**config.mk**
```make
export PLATFORM = sky130hd
export DESIGN_NAME = pal_attr_ctrl
export DESIGN_NICKNAME = d
export VERILOG_FILES = /design/src/rtl/pal_pkg.sv /design/src/rtl/pal_port_ctrl.sv /design/src/rtl/pal_regfile.sv /design/src/rtl/pal_pixel_path.sv /design/src/rtl/pal_attr_ctrl.sv
export SDC_FILE = /design/constraint.sdc
export NUM_CORES = 1
export LEC_CHECK = 0
export BUFFER_PORTS_ARGS = -buffer_cell sky130_fd_sc_hd__buf_4
export CORE_MARGIN = 5
export CORE_UTILIZATION = 38
export CTS_CLUSTER_SIZE = 30
export DETAILED_ROUTE_END_ITERATION = 16
export PLACE_DENSITY_LB_ADDON = 0.05
export SYNTH_ARGS = -nofsm -noshare
export SYNTH_HDL_FRONTEND = slang
export SYNTH_SLANG_ARGS = --single-unit
```
**constraint.sdc**
```tcl
create_clock -name clk -period 2.4 [get_ports clk]
set_clock_uncertainty 0.1 [all_clocks]
set_input_delay 0.12 -clock clk [delete_from_list [all_inputs] [get_ports clk]]
set_output_delay 0.12 -clock clk [all_outputs]
set_load 0.02 [all_outputs]
```
**src/rtl/pal_pkg.sv**
```systemverilog
package pal_pkg;

   localparam int REG_SEL_W = 5;

   localparam logic [REG_SEL_W-1:0] SEL_MODE   = 5'h10;
   localparam logic [REG_SEL_W-1:0] SEL_BORDER = 5'h11;
   localparam logic [REG_SEL_W-1:0] SEL_PLANES = 5'h12;
   localparam logic [REG_SEL_W-1:0] SEL_PAN    = 5'h13;

   // field order matches the mode register bits 3..0
   typedef struct packed {
      logic blink_en;
      logic dot9;
      logic mono;
      logic gfx;
   } mode_t;

   typedef enum logic {
      PH_SELECT = 1'b0,
      PH_DATA   = 1'b1
   } port_phase_e;

endpackage

```
**src/rtl/pal_port_ctrl.sv**
```systemverilog
module pal_port_ctrl
   import pal_pkg::*;
#(
   parameter int DATA_W = 8
) (
   input  logic                 clk,
   input  logic                 rst_n,
   input  logic                 bus_wr,
   input  logic [DATA_W-1:0]    bus_wdata,
   input  logic                 status_rd,
   output port_phase_e          phase,
   output logic                 disp_en,
   output logic                 wr_en,
   output logic [REG_SEL_W-1:0] wr_sel,
   output logic [DATA_W-1:0]    wr_data
);

   localparam int EN_BIT = REG_SEL_W;

   if (DATA_W < EN_BIT + 1) begin : g_bad_width
      $error("pal_port_ctrl: DATA_W too small for select byte");
   end

   port_phase_e           phase_q;
   logic [REG_SEL_W-1:0]  sel_q;
   logic                  disp_q;
   logic                  unused_sel_hi;

   always_ff @(posedge clk or negedge rst_n) begin
      if (!rst_n) begin
         phase_q <= PH_SELECT;
         sel_q   <= '0;
         disp_q  <= 1'b0;
      end else if (status_rd) begin
         phase_q <= PH_SELECT;
      end else if (bus_wr) begin
         if (phase_q == PH_SELECT) begin
            sel_q   <= bus_wdata[REG_SEL_W-1:0];
            disp_q  <= bus_wdata[EN_BIT];
            phase_q <= PH_DATA;
         end else begin
            phase_q <= PH_SELECT;
         end
      end
   end

   assign unused_sel_hi = ^bus_wdata;
   assign phase   = phase_q;
   assign disp_en = disp_q;
   assign wr_sel  = sel_q;
   assign wr_data = bus_wdata;
   assign wr_en   = bus_wr && !status_rd && (phase_q == PH_DATA);

endmodule

```
**src/rtl/pal_regfile.sv**
```systemverilog
module pal_regfile
   import pal_pkg::*;
#(
   parameter int IDX_W   = 4,
   parameter int COLOR_W = 6,
   parameter int PAN_W   = 4,
   parameter int DATA_W  = 8
) (
   input  logic                            clk,
   input  logic                            rst_n,
   input  logic                            wr_en,
   input  logic [REG_SEL_W-1:0]            wr_sel,
   input  logic [DATA_W-1:0]               wr_data,
   input  logic                            disp_en,
   output logic [(2**IDX_W)*COLOR_W-1:0]   pal_flat,
   output logic [COLOR_W-1:0]              border,
   output logic [IDX_W-1:0]                plane_en,
   output mode_t                           mode,
   output logic [PAN_W-1:0]                pan
);

   localparam int NUM_ENTRIES = 2**IDX_W;

   if (IDX_W > 4 || IDX_W < 1) begin : g_bad_idx
      $error("pal_regfile: palette must fit below register 0x10");
   end
   if (COLOR_W > DATA_W || PAN_W > DATA_W || IDX_W > DATA_W || DATA_W < 4) begin : g_bad_data
      $error("pal_regfile: field wider than data byte");
   end

   logic pal_wr;
   logic unused_data;

   assign pal_wr      = wr_en && !disp_en;
   assign unused_data = ^wr_data;

   for (genvar g = 0; g < NUM_ENTRIES; g++) begin : g_entry
      logic [COLOR_W-1:0] entry_q;
      always_ff @(posedge clk or negedge rst_n) begin
         if (!rst_n)
            entry_q <= '0;
         else if (pal_wr && wr_sel == REG_SEL_W'(g))
            entry_q <= wr_data[COLOR_W-1:0];
      end
      assign pal_flat[g*COLOR_W +: COLOR_W] = entry_q;
   end

   always_ff @(posedge clk or negedge rst_n) begin
      if (!rst_n) begin
         border   <= '0;
         plane_en <= '1;
         mode     <= '0;
         pan      <= '0;
      end else if (wr_en) begin
         unique case (wr_sel)
            SEL_MODE:   mode     <= mode_t'(wr_data[3:0]);
            SEL_BORDER: border   <= wr_data[COLOR_W-1:0];
            SEL_PLANES: plane_en <= wr_data[IDX_W-1:0];
            SEL_PAN:    pan      <= wr_data[PAN_W-1:0];
            default:    ;
         endcase
      end
   end

endmodule

```
**src/rtl/pal_pixel_path.sv**
```systemverilog
module pal_pixel_path #(
   parameter int IDX_W   = 4,
   parameter int COLOR_W = 6,
   parameter bit OUT_REG = 1'b1
) (
   input  logic                            clk,
   input  logic                            rst_n,
   input  logic [IDX_W-1:0]                fg_idx,
   input  logic [IDX_W-1:0]                bg_idx,
   input  logic                            pix_on,
   input  logic                            pix_blank,
   input  logic                            pix_border,
   input  logic                            blink_phase,
   input  logic                            disp_en,
   input  logic                            gfx,
   input  logic                            blink_en,
   input  logic [IDX_W-1:0]                plane_en,
   input  logic [(2**IDX_W)*COLOR_W-1:0]   pal_flat,
   input  logic [COLOR_W-1:0]              border,
   output logic [COLOR_W-1:0]              rgb
);

   localparam int TOP = IDX_W - 1;

   logic [IDX_W-1:0]   bg_eff;
   logic [IDX_W-1:0]   sel_idx;
   logic [IDX_W-1:0]   masked;
   logic [COLOR_W-1:0] looked;
   logic [COLOR_W-1:0] rgb_nxt;
   logic               blink_off;

   always_comb begin
      bg_eff = bg_idx;
      if (blink_en)
         bg_eff[TOP] = 1'b0;
   end

   assign blink_off = blink_en && bg_idx[TOP] && !blink_phase;

   always_comb begin
      if (gfx)
         sel_idx = fg_idx;
      else if (blink_off)
         sel_idx = bg_eff;
      else if (pix_on)
         sel_idx = fg_idx;
      else
         sel_idx = bg_eff;
   end

   assign masked = sel_idx & plane_en;
   assign looked = pal_flat[int'(masked)*COLOR_W +: COLOR_W];

   always_comb begin
      if (!disp_en || pix_blank)
         rgb_nxt = '0;
      else if (pix_border)
         rgb_nxt = border;
      else
         rgb_nxt = looked;
   end

   if (OUT_REG) begin : g_out_reg
      logic [COLOR_W-1:0] rgb_q;
      always_ff @(posedge clk or negedge rst_n) begin
         if (!rst_n)
            rgb_q <= '0;
         else
            rgb_q <= rgb_nxt;
      end
      assign rgb = rgb_q;
   end else begin : g_out_comb
      logic unused_clk;
      assign unused_clk = clk ^ rst_n;
      assign rgb = rgb_nxt;
   end

endmodule

```
**src/rtl/pal_attr_ctrl.sv**
```systemverilog
module pal_attr_ctrl
   import pal_pkg::*;
#(
   parameter int DATA_W  = 8,
   parameter int IDX_W   = 4,
   parameter int COLOR_W = 6,
   parameter int PAN_W   = 4,
   parameter bit OUT_REG = 1'b1
) (
   input  logic               clk,
   input  logic               rst_n,
   input  logic               bus_wr,
   input  logic [DATA_W-1:0]  bus_wdata,
   input  logic               status_rd,
   input  logic [IDX_W-1:0]   fg_idx,
   input  logic [IDX_W-1:0]   bg_idx,
   input  logic               pix_on,
   input  logic               pix_blank,
   input  logic               pix_border,
   input  logic               blink_phase,
   output logic [COLOR_W-1:0] rgb_out,
   output logic               cfg_gfx,
   output logic               cfg_mono,
   output logic               cfg_dot9,
   output logic               cfg_blink,
   output logic [PAN_W-1:0]   cfg_pan
);

   localparam int PAL_BITS = (2**IDX_W) * COLOR_W;

   port_phase_e           port_phase;
   logic                  disp_en;
   logic                  wr_en;
   logic [REG_SEL_W-1:0]  wr_sel;
   logic [DATA_W-1:0]     wr_data;
   logic [PAL_BITS-1:0]   pal_flat;
   logic [COLOR_W-1:0]    border;
   logic [IDX_W-1:0]      plane_en;
   mode_t                 mode;

   pal_port_ctrl #(.DATA_W(DATA_W)) u_port (
      .clk       (clk),
      .rst_n     (rst_n),
      .bus_wr    (bus_wr),
      .bus_wdata (bus_wdata),
      .status_rd (status_rd),
      .phase     (port_phase),
      .disp_en   (disp_en),
      .wr_en     (wr_en),
      .wr_sel    (wr_sel),
      .wr_data   (wr_data)
   );

   pal_regfile #(
      .IDX_W(IDX_W), .COLOR_W(COLOR_W), .PAN_W(PAN_W), .DATA_W(DATA_W)
   ) u_regs (
      .clk      (clk),
      .rst_n    (rst_n),
      .wr_en    (wr_en),
      .wr_sel   (wr_sel),
      .wr_data  (wr_data),
      .disp_en  (disp_en),
      .pal_flat (pal_flat),
      .border   (border),
      .plane_en (plane_en),
      .mode     (mode),
      .pan      (cfg_pan)
   );

   pal_pixel_path #(
      .IDX_W(IDX_W), .COLOR_W(COLOR_W), .OUT_REG(OUT_REG)
   ) u_pix (
      .clk         (clk),
      .rst_n       (rst_n),
      .fg_idx      (fg_idx),
      .bg_idx      (bg_idx),
      .pix_on      (pix_on),
      .pix_blank   (pix_blank),
      .pix_border  (pix_border),
      .blink_phase (blink_phase),
      .disp_en     (disp_en),
      .gfx         (mode.gfx),
      .blink_en    (mode.blink_en),
      .plane_en    (plane_en),
      .pal_flat    (pal_flat),
      .border      (border),
      .rgb         (rgb_out)
   );

   assign cfg_gfx   = mode.gfx;
   assign cfg_mono  = mode.mono;
   assign cfg_dot9  = mode.dot9;
   assign cfg_blink = mode.blink_en;

endmodule

```
==> results.yml, run 1 <==
synth:
  synth_top_family_by_area: "multiplexers"
  synthXorXnorAreaFrac_pct: 0.1485
  yosysUniqueCellTypes: 46
  synthSimpleGateAreaFrac_pct: 7.870
  yosys_warnings: 0
  async_flop_share_pct: 100.0
  synth_area_um2: 5898
  syn_nets: 433
  syn_inst: 409
  synth_mux_area_share_pct: 31.50
  synth.avg_cell_area_um2: 14.42
  synth-compound-area-share_pct: 4.646
  ys.flop_type: "dfrtp_1"
  synth-edff-count: 0
  synth_seq_cells: 127
  yosys.area_share.adder_pct: 0
  yosysSeqAreaShare_pct: 53.97
routing:
  drc: 0
  drtAntennaViolNets: 0
  wl_per_cell_um: 21.54
  drt_first_pass_iters: 4
  first_iter_violations: 183
  routed_wl_mm: 14.90
  drt-vias-per-instance: 5.454
  num_vias: 3774
worst_setup_path:
  r2r_cells: 6
  worstPathArrival_ps: 2540
  r2r-start: "u_regs.plane_en[1]"
  cp_max_fo: 5
  slowest_delay_ps: 560
  worstPathRequired_ps: 2580
  cpMaxStageDelayCell: "dfstp_2"
  critical_path_class: "flop to flop"
  crit_path_cell_trace: "nand2_1 > or3_4 > nand2_4 > mux4_2 > a22oi_1 > nand3_1"
  startpoint_type: "flop"
  rrSetupSlack_ps: 50
  r2r-end: "u_pix.rgb[5]"
  cp-end-kind: "flop"
power_and_ir_drop:
  p_int_uw: 4562
  ir_worst_vdd_mv: 0.5869
  switchingPower_uw: 1416
  swShare_pct: 23.69
  pwr-share-clk_pct: 46.6
  power_density_nw_per_um2: 807.3
  p_comb_share_pct: 11.9
  seq_power_share_pct: 41.5
  leakage_uw: 0.003505
sta:
  hold_violations: 0
  slew_headroom_pct: 69.34
  period_share_pct: 98.12
  setup_viol: 0
  timing.hold.ws_ps: 40.70
  worstMarginPinSlew_ps: 458.6
  fmax_ghz: 0.4247
  finalCriticalPeriod_ps: 2355
  slew_violations: 0
  rsz0062_at_grt: "true"
floorplanning:
  dieArea_um2: 18110
  coreArea_um2: 15200
  die_height_um: 134.6
  initial_core_util_pct: 38.80
  dieWidth_um: 134.6
  placementRows: 45
  io_pins: 38
global_routing:
  grt_max_degree: 78
  grt_overflow: 0
  grt_pass1_wl_mm: 23.61
  grt_pass1_vias: 4056
  grtUsageTotal_pct: 17.57
  antenna_found_initial: 0
final_layout:
  design_area_um2: 7405
  seqCellArea_um2: 3186
  final_cell_mix: "mux2_2 (121), dfrtp_1 (121), buf_4 (70), nand2_1 (29), clkbuf_16 (17)"
  multi_input_area_um2: 2669
  diodes: 0
  post-route-util_pct: 48.71
  fill_cells: 1352
  layout-drive-gt1-share_pct: 52.98
  syn_to_final_growth_pct: 25.54
  nNetsFinal: 515
flow_run:
  maxCapViolations: 0
cts:
  cts_root_buf: "clkbuf_16"
  clockBufferDepth: 2
  h-tree-depth: 4
  cts_sinks: 127
  cts_tree: "done"
  cts_buffers: 17
  clkLatencyLatePin_ps: 410
  clk_pin_slew_ps: 60
status:
  status: "complete, no violations"
hold_path:
  hp-class: "input pin to asynchronous set/reset pin"
place:
  gp_congestion: 0.7997
  placedInstanceArea_um2: 6608
  port_buffers: 35
  hpwl_mm: 9.983
[synthesized netlist by cell type (2+ instances only)]
master / instances / area, um2
buf_2: 3 / 15.01
mux2_2: 121 / 1363
nand2_1: 29 / 108.9
nand3b_1: 2 / 15.01
a211oi_1: 3 / 22.52
a311o_1: 2 / 20.02
a21boi_0: 2 / 15.01
nor3_1: 4 / 20.02
nand3_1: 14 / 70.07
a22oi_1: 11 / 82.58
nor3b_1: 4 / 30.03
clkbuf_1: 11 / 41.29
mux4_1: 6 / 157.7
nor2_1: 9 / 33.78
o21ai_0: 6 / 30.03
inv_1: 3 / 11.26
mux4_2: 14 / 315.3
o2111ai_1: 2 / 17.52
buf_6: 2 / 22.52
dfstp_2: 4 / 105.1
a31oi_1: 2 / 12.51
nor2b_1: 4 / 25.02
dfrtp_1: 123 / 3078
a32oi_1: 4 / 35.03
and3_1: 3 / 18.77
[cell type report]
cell class | count | share of cell area (%)
Tap cell | 188 | 3.177
Multi-Input combinational cell | 263 | 36.04
Clock buffer | 20 | 6.303
Timing Repair Buffer | 79 | 8.854
Clock inverter | 12 | 2.450
Sequential cell | 127 | 43.02
Inverter | 3 | 0.1521
[worst max-delay path, delay by kind of cell (launching register included)]
kind | cells | cell delay, ps
AO/OA/AOI/OAI | 1 | 160
flip-flops | 1 | 560
multiplexers | 1 | 560
AND/OR/NAND/NOR | 4 | 850
[power groups by stage]
stage | sequential [uW] | clock, uW | combinational, uW
floorplan | 2490 | 0 | 418
global placement | 2510 | 0 | 675
detailed placement | 2520 | 0 | 685
CTS | 2480 | 2840 | 712
global route | 2510 | 2930 | 778
finish | 2480 | 2780 | 712
[cell families after synthesis]
| kind of cell | after synthesis |
|---|---|
| muxes | 142 |
| xor gates and xnor gates | 1 |
| AOI/OAI and AO/OA | 37 |
| buffers and inverters | 20 |
| and+or+nand+nor | 82 |
| DFF | 127 |
[sequential cells by signal (all words and copies together), names as in the netlist]
signal and flops:
u_port.disp_en 1, u_pix.rgb 6, u_port.phase 1, u_regs.pan 4, u_regs.plane_en 4, u_port.wr_sel 5
u_regs.border 6, u_regs.g_entry.entry_q 96, u_regs.mode 4
[layer usage]
| metal | global-route usage, % | vias to the layer above | wire [um] |
|---|---|---|---|
| li1 | - | 1706 | - |
| met1 | 23.29 | 1967 | 6782 |
| met2 | 28.85 | 84 | 7366 |
| met3 | 4.471 | 17 | 583 |
| met4 | 4.808 | 0 | 171 |
| met5 | 0 | - | 0 |
[how the worst max path moves through the flow]
stage,startpoint,end,slack (ps),cells past startpoint
floorplan,u_regs.mode[0],u_pix.rgb[1],30,7
global placement,u_regs.mode[3],u_pix.rgb[2],-30,6
detailed placement,u_regs.mode[3],u_pix.rgb[2],-40,6
CTS,u_regs.mode[0],u_pix.rgb[2],5,8
global route,u_regs.plane_en[1],u_pix.rgb[5],-10,6
finish,u_regs.plane_en[1],u_pix.rgb[5],50,6
[per-stage QoR]
| stage | TNS (ps) | setup WS [ps] | instances | power [uW] |
|---|---|---|---|---|
| floorplan | 0 | 31.12 | 409 | 2912 |
| global placement | -55.90 | -31.50 | 649 | 3186 |
| detailed placement | -100.0 | -36.22 | 649 | 3201 |
| CTS | 0 | 5.054 | 691 | 6035 |
| global route | -17.67 | -14.37 | 692 | 6218 |
| finish | 0 | 45.14 | 692 | 5978 |
[what timing repair did]
item | 4_1_cts | 5_1_grt
hold endpoints to repair | 143 | 0
hold buffers | 5 | 0
setup buffers | 4 | 1
gates resized for setup | 3 | 8
pin swaps | 1 | 8
gates cloned | 1 | 0
endpoints found under the setup margin | 5 | 5
No activity file was read; power rests on OpenSTA's default activity.
==> inputs of run 2 (changes only) <==
ABC_CLOCK_PERIOD_IN_PS = 3000   (was unset)
SLEW_MARGIN = 20   (was unset)
clock period = 3 ns   (was 2.4 ns; I/O delays follow)
==> run 2 against run 1 <==
Net effect: critical path depth is the same; combinational power shrank 27%; clock power shrank 24%; non-clock buffer count shrank 33; via count shrank 3.7%; setup slack gained 280 ps; fmax shrank 12%; register-to-register slack gained 280 ps; total power shrank 23%; first-iteration DRC count shrank 6.0%.
==> results.yml, run 2 (same netlist as run 1, synthesis figures left out) <==
status:
  status: "complete, no violations"
global_routing:
  grtUsageTotal_pct: 17.15
  grt_pass1_vias: 3886
  antenna_found_initial: 0
  grt_pass1_wl_mm: 23.07
  grt_overflow: 0
  grt_max_degree: 78
hold_path:
  hp-start: "bus_wdata[4]"
  hp-class: "input pin to flop"
  min_path_cells: 2
  min_to: "u_regs.g_entry[10].entry_q[4]"
final_layout:
  max_flop_register: "u_regs.g_entry.entry_q"
  design_area_um2: 7037
  diodes: 0
  seqCellArea_um2: 3183
  final_cell_mix: "dfrtp_1 (123), mux2_2 (121), buf_4 (39), nand2_1 (29), clkbuf_16 (17)"
  layout-drive-gt1-share_pct: 47.23
  fill_cells: 1407
  syn_to_final_growth_pct: 19.30
  nNetsFinal: 481
  final_common_cell: "dfrtp_1"
  multi_input_area_um2: 2609
  post-route-util_pct: 46.29
  largest_register_ff_count: 96
routing:
  first_iter_violations: 172
  wl_per_cell_um: 21.86
  drc: 0
  drt-vias-per-instance: 5.521
  drt_first_pass_iters: 4
  routed_wl_mm: 14.38
  drtAntennaViolNets: 0
  num_vias: 3633
floorplanning:
  die_height_um: 134.6
  placementRows: 45
  dieArea_um2: 18110
  coreArea_um2: 15200
  io_pins: 38
  initial_core_util_pct: 38.80
  dieWidth_um: 134.6
cts:
  cts_tree: "done"
  cts_root_buf: "clkbuf_16"
  cts_sinks: 127
  clkLatencyLatePin_ps: 420
  clk_pin_slew_ps: 60
  cts_setup_buffers: 0
  cts_buffers: 17
  h-tree-depth: 4
  clockBufferDepth: 2
place:
  port_buffers: 35
  dpl_worst_slack_ps: 314.7
  placedInstanceArea_um2: 6391
  gp_congestion: 0.7951
  hpwl_mm: 9.483
worst_setup_path:
  startpoint_type: "flop"
  cp_max_fo: 13
  critical_path_class: "flop to flop"
  rrSetupSlack_ps: 320
  worstPathRequired_ps: 3190
  r2r_cells: 6
  r2r-start: "u_regs.mode[3]"
  worstPathArrival_ps: 2870
  r2r-end: "u_pix.rgb[3]"
  cp-end-kind: "flop"
flow_run:
  maxCapViolations: 0
sta:
  fmax_ghz: 0.3736
  worstMarginPinSlew_ps: 959.5
  finalCriticalPeriod_ps: 2677
  hold_violations: 0
  slew_headroom_pct: 35.90
  slew_violations: 0
  setup_ws_ps: 323.1
  setup_tns_ps: 0
  rsz0062_at_grt: "false"
  setup_viol: 0
  period_share_pct: 89.23
power_and_ir_drop:
  swShare_pct: 24.35
  p_int_uw: 3476
  seq_power_share_pct: 43.1
  switchingPower_uw: 1119
  ir_worst_vdd_mv: 0.3999
  power_density_nw_per_um2: 653.1
  pwr-share-clk_pct: 45.6
  p_comb_share_pct: 11.3
  leakage_uw: 0.003315
## run 2: power by group through the flow
stage / sequential [uW] / combinational (uW) / clock, uW
finish: 1980 / 518 / 2100
global route: 2000 / 567 / 2230
CTS: 1980 / 528 / 2150
detailed placement: 2010 / 520 / 0
global placement: 2000 / 510 / 0
floorplan: 1990 / 334 / 0
## run 2: critical path, stage by stage, from the launching register on
cell	delay, ps
dfrtp_1	450
and4bb_4	260
or3_1	530
nand2_8	230
mux4_1	580
a22oi_1	270
nand3_1	110
## run 2: how the worst max path moves through the flow
stage	from	slack (ps)	to
after floorplan	u_regs.mode[0]	590	u_pix.rgb[1]
after global placement	u_regs.mode[3]	340	u_pix.rgb[3]
after detailed placement	u_regs.mode[3]	310	u_pix.rgb[3]
after CTS	u_regs.mode[3]	300	u_pix.rgb[3]
after global routing	u_regs.mode[3]	230	u_pix.rgb[3]
final	u_regs.mode[3]	320	u_pix.rgb[3]
## run 2: final cells by class
cell class	instances	share of cell area, %
tap	188	3.343
timing repair buffer	46	5.583
sequential	127	45.23
clock buffer	19	6.294
inverter	3	0.1600
multi-input combinational	262	37.07
clock inverter	13	2.312
## run 2: layer usage
layer / vias up / GRT usage (%) / wire length [um]
li1: 1642 / - / -
met1: 1918 / 23.47 / 6825
met2: 58 / 26.84 / 6920
met3: 15 / 4.173 / 367
met4: 0 / 5.939 / 270
met5: - / 0 / 0
## run 2: what timing repair did
item                      CTS  global route
hold buffers                4             0
hold endpoints to repair   40             0
resized for setup           0             0
## run 2: per-stage QoR
step | std cells | total power, uW | hold WS (ps)
final | 658 | 4595 | 29.53
after global routing | 658 | 4795 | 43.24
after CTS | 658 | 4658 | 22.32
after detailed placement | 622 | 2529 | 91.20
after global placement | 622 | 2513 | 82.70
after floorplan | 409 | 2329 | -245.6
==> inputs of run 3 (changes only) <==
CORE_MARGIN = 1.5   (was 5)
==> run 3 against run 2 <==
Net effect: sequential power is essentially flat; setup slack lost 32 ps; combinational power is essentially flat; clock-buffer cell count grew 6; routed wire length shrank 1.1%; fmax shrank 1.2%; via count is essentially flat; design area shrank 0.37%; largest power group unchanged.
==> results.yml, run 3 (same netlist as run 1, synthesis figures left out) <==
status:
  status: "complete, no violations"
worst_setup_path:
  cpMaxStageDelayCell: "mux4_1"
  r2r-start: "u_regs.mode[3]"
  rrSetupSlack_ps: 290
  cp_max_fo: 13
  cp-end-kind: "flop"
  crit_start: "u_regs.mode[3]"
  r2r_cells: 6
  worstPathArrival_ps: 2890
  crit_path_cell_trace: "and4bb_4 > or3_1 > nand2_8 > mux4_1 > a22oi_1 > nand3_1"
  r2r-end: "u_pix.rgb[3]"
  slowest_delay_ps: 600
  worstPathRequired_ps: 3190
  critical_path_class: "flop to flop"
  worstSetupEndpoint: "u_pix.rgb[3]"
  startpoint_type: "flop"
floorplanning:
  placementRows: 45
  dieArea_um2: 16280
  initial_core_util_pct: 38.80
  io_pins: 38
  die_height_um: 127.6
  coreArea_um2: 15200
  dieWidth_um: 127.6
final_layout:
  finalNonFillerCells: 657
  syn_to_final_growth_pct: 18.86
  final_common_cell: "dfrtp_1"
  diodes: 0
  max_flop_register: "u_regs.g_entry.entry_q"
  nNetsFinal: 482
  layout-drive-gt1-share_pct: 46.70
  post-route-util_pct: 46.12
  final_cell_mix: "dfrtp_1 (123), mux2_2 (121), buf_4 (41), nand2_1 (29), clkbuf_16 (17)"
  largest_register_ff_count: 96
routing:
  drt-vias-per-instance: 5.525
  first_iter_violations: 170
  drtAntennaViolNets: 0
  drc: 0
  drt_first_pass_iters: 4
  num_vias: 3630
  wl_per_cell_um: 21.65
  routed_wl_mm: 14.22
cts:
  clkLatencyLatePin_ps: 410
  cts_buffers: 17
  clk_pin_slew_ps: 60
  h-tree-depth: 4
  cts_sinks: 127
  clockBufferDepth: 2
  cts_tree: "done"
  cts_root_buf: "clkbuf_16"
  ctsResizeCount: 0
sta:
  slew_headroom_pct: 38.42
  hold_violations: 0
  period_share_pct: 90.30
  worstMarginPinSlew_ps: 921.7
  rsz0062_at_grt: "false"
  fmax_ghz: 0.3691
  finalCriticalPeriod_ps: 2709
  slew_violations: 0
  setup_tns_ps: 0
  setup_viol: 0
place:
  gp_congestion: 0.8208
  port_buffers: 35
  hpwl_mm: 9.510
  dp.cells: 623
hold_path:
  hp-class: "input pin to flop"
global_routing:
  grtUsageTotal_pct: 19.26
  grt_pass1_vias: 3880
  grt_overflow: 0
  antenna_found_initial: 0
  grt_max_degree: 61
  grt_pass1_wl_mm: 22.92
flow_run:
  maxCapViolations: 0
power_and_ir_drop:
  power_uw: 4535
  leakage_uw: 0.003318
  power_density_nw_per_um2: 647.0
  ir_worst_vdd_mv: 0.4213
run 3: how the worst min path moves through the flow:
stage                                         end  cells after the start         start
global placement                   u_regs.mode[1]                      1         rst_n
CTS                 u_regs.g_entry[10].entry_q[4]                      2  bus_wdata[4]
global route        u_regs.g_entry[10].entry_q[4]                      2  bus_wdata[4]
floorplan                            u_pix.rgb[0]                      0         rst_n
detailed placement                 u_regs.mode[1]                      1         rst_n
finish              u_regs.g_entry[10].entry_q[4]                      2  bus_wdata[4]
run 3: critical path: cells and delay by family, from the launching register on:
family / cells / cell delay [ps]
compound gates: 1 / 280
flops: 1 / 460
mux: 1 / 600
simple gates: 4 / 1130
run 3: metrics by stage:
step	setup WS, ps	instance area [um2]	hold slack (ps)
final	290.9	7010	37.83
after floorplan	594.8	5898	-245.6
after global routing	192.5	7010	33.63
after global placement	340.7	6386	48.22
after CTS	294.1	7010	18.64
after detailed placement	309.4	6386	50.34
run 3: what timing repair did:
item	CTS	global route
hold endpoints to repair	36	0
buffers inserted	0	0
setup endpoints to repair	0	0
hold buffers	4	0
run 3: report_power, final:
group	internal (uW)	switching, uW	leakage [uW]
logic	268	249	0.00130
registers	1880	103	0.00173
clock network	1320	713	0.000289
run 3: area by class of cell:
cell class / instances / area [um2]
Multi-Input combinational cell: 262 / 2609
Tap cell: 188 / 235.2
Timing Repair Buffer: 47 / 387.9
Fill cell: 1415 / 8192
Clock buffer: 25 / 505.5
Sequential cell: 127 / 3183
Inverter: 3 / 11.26
Clock inverter: 5 / 78.83
run 3: layer usage:
metal / part of all wire (%) / track usage, % / vias up
met2: 49 / 31.48 / 65
met3: 3.7 / 5.444 / 11
met4: 0.77 / 3.966 / 0
met1: 47 / 25.80 / 1908
li1: - / - / 1646
met5: 0 / 0 / -
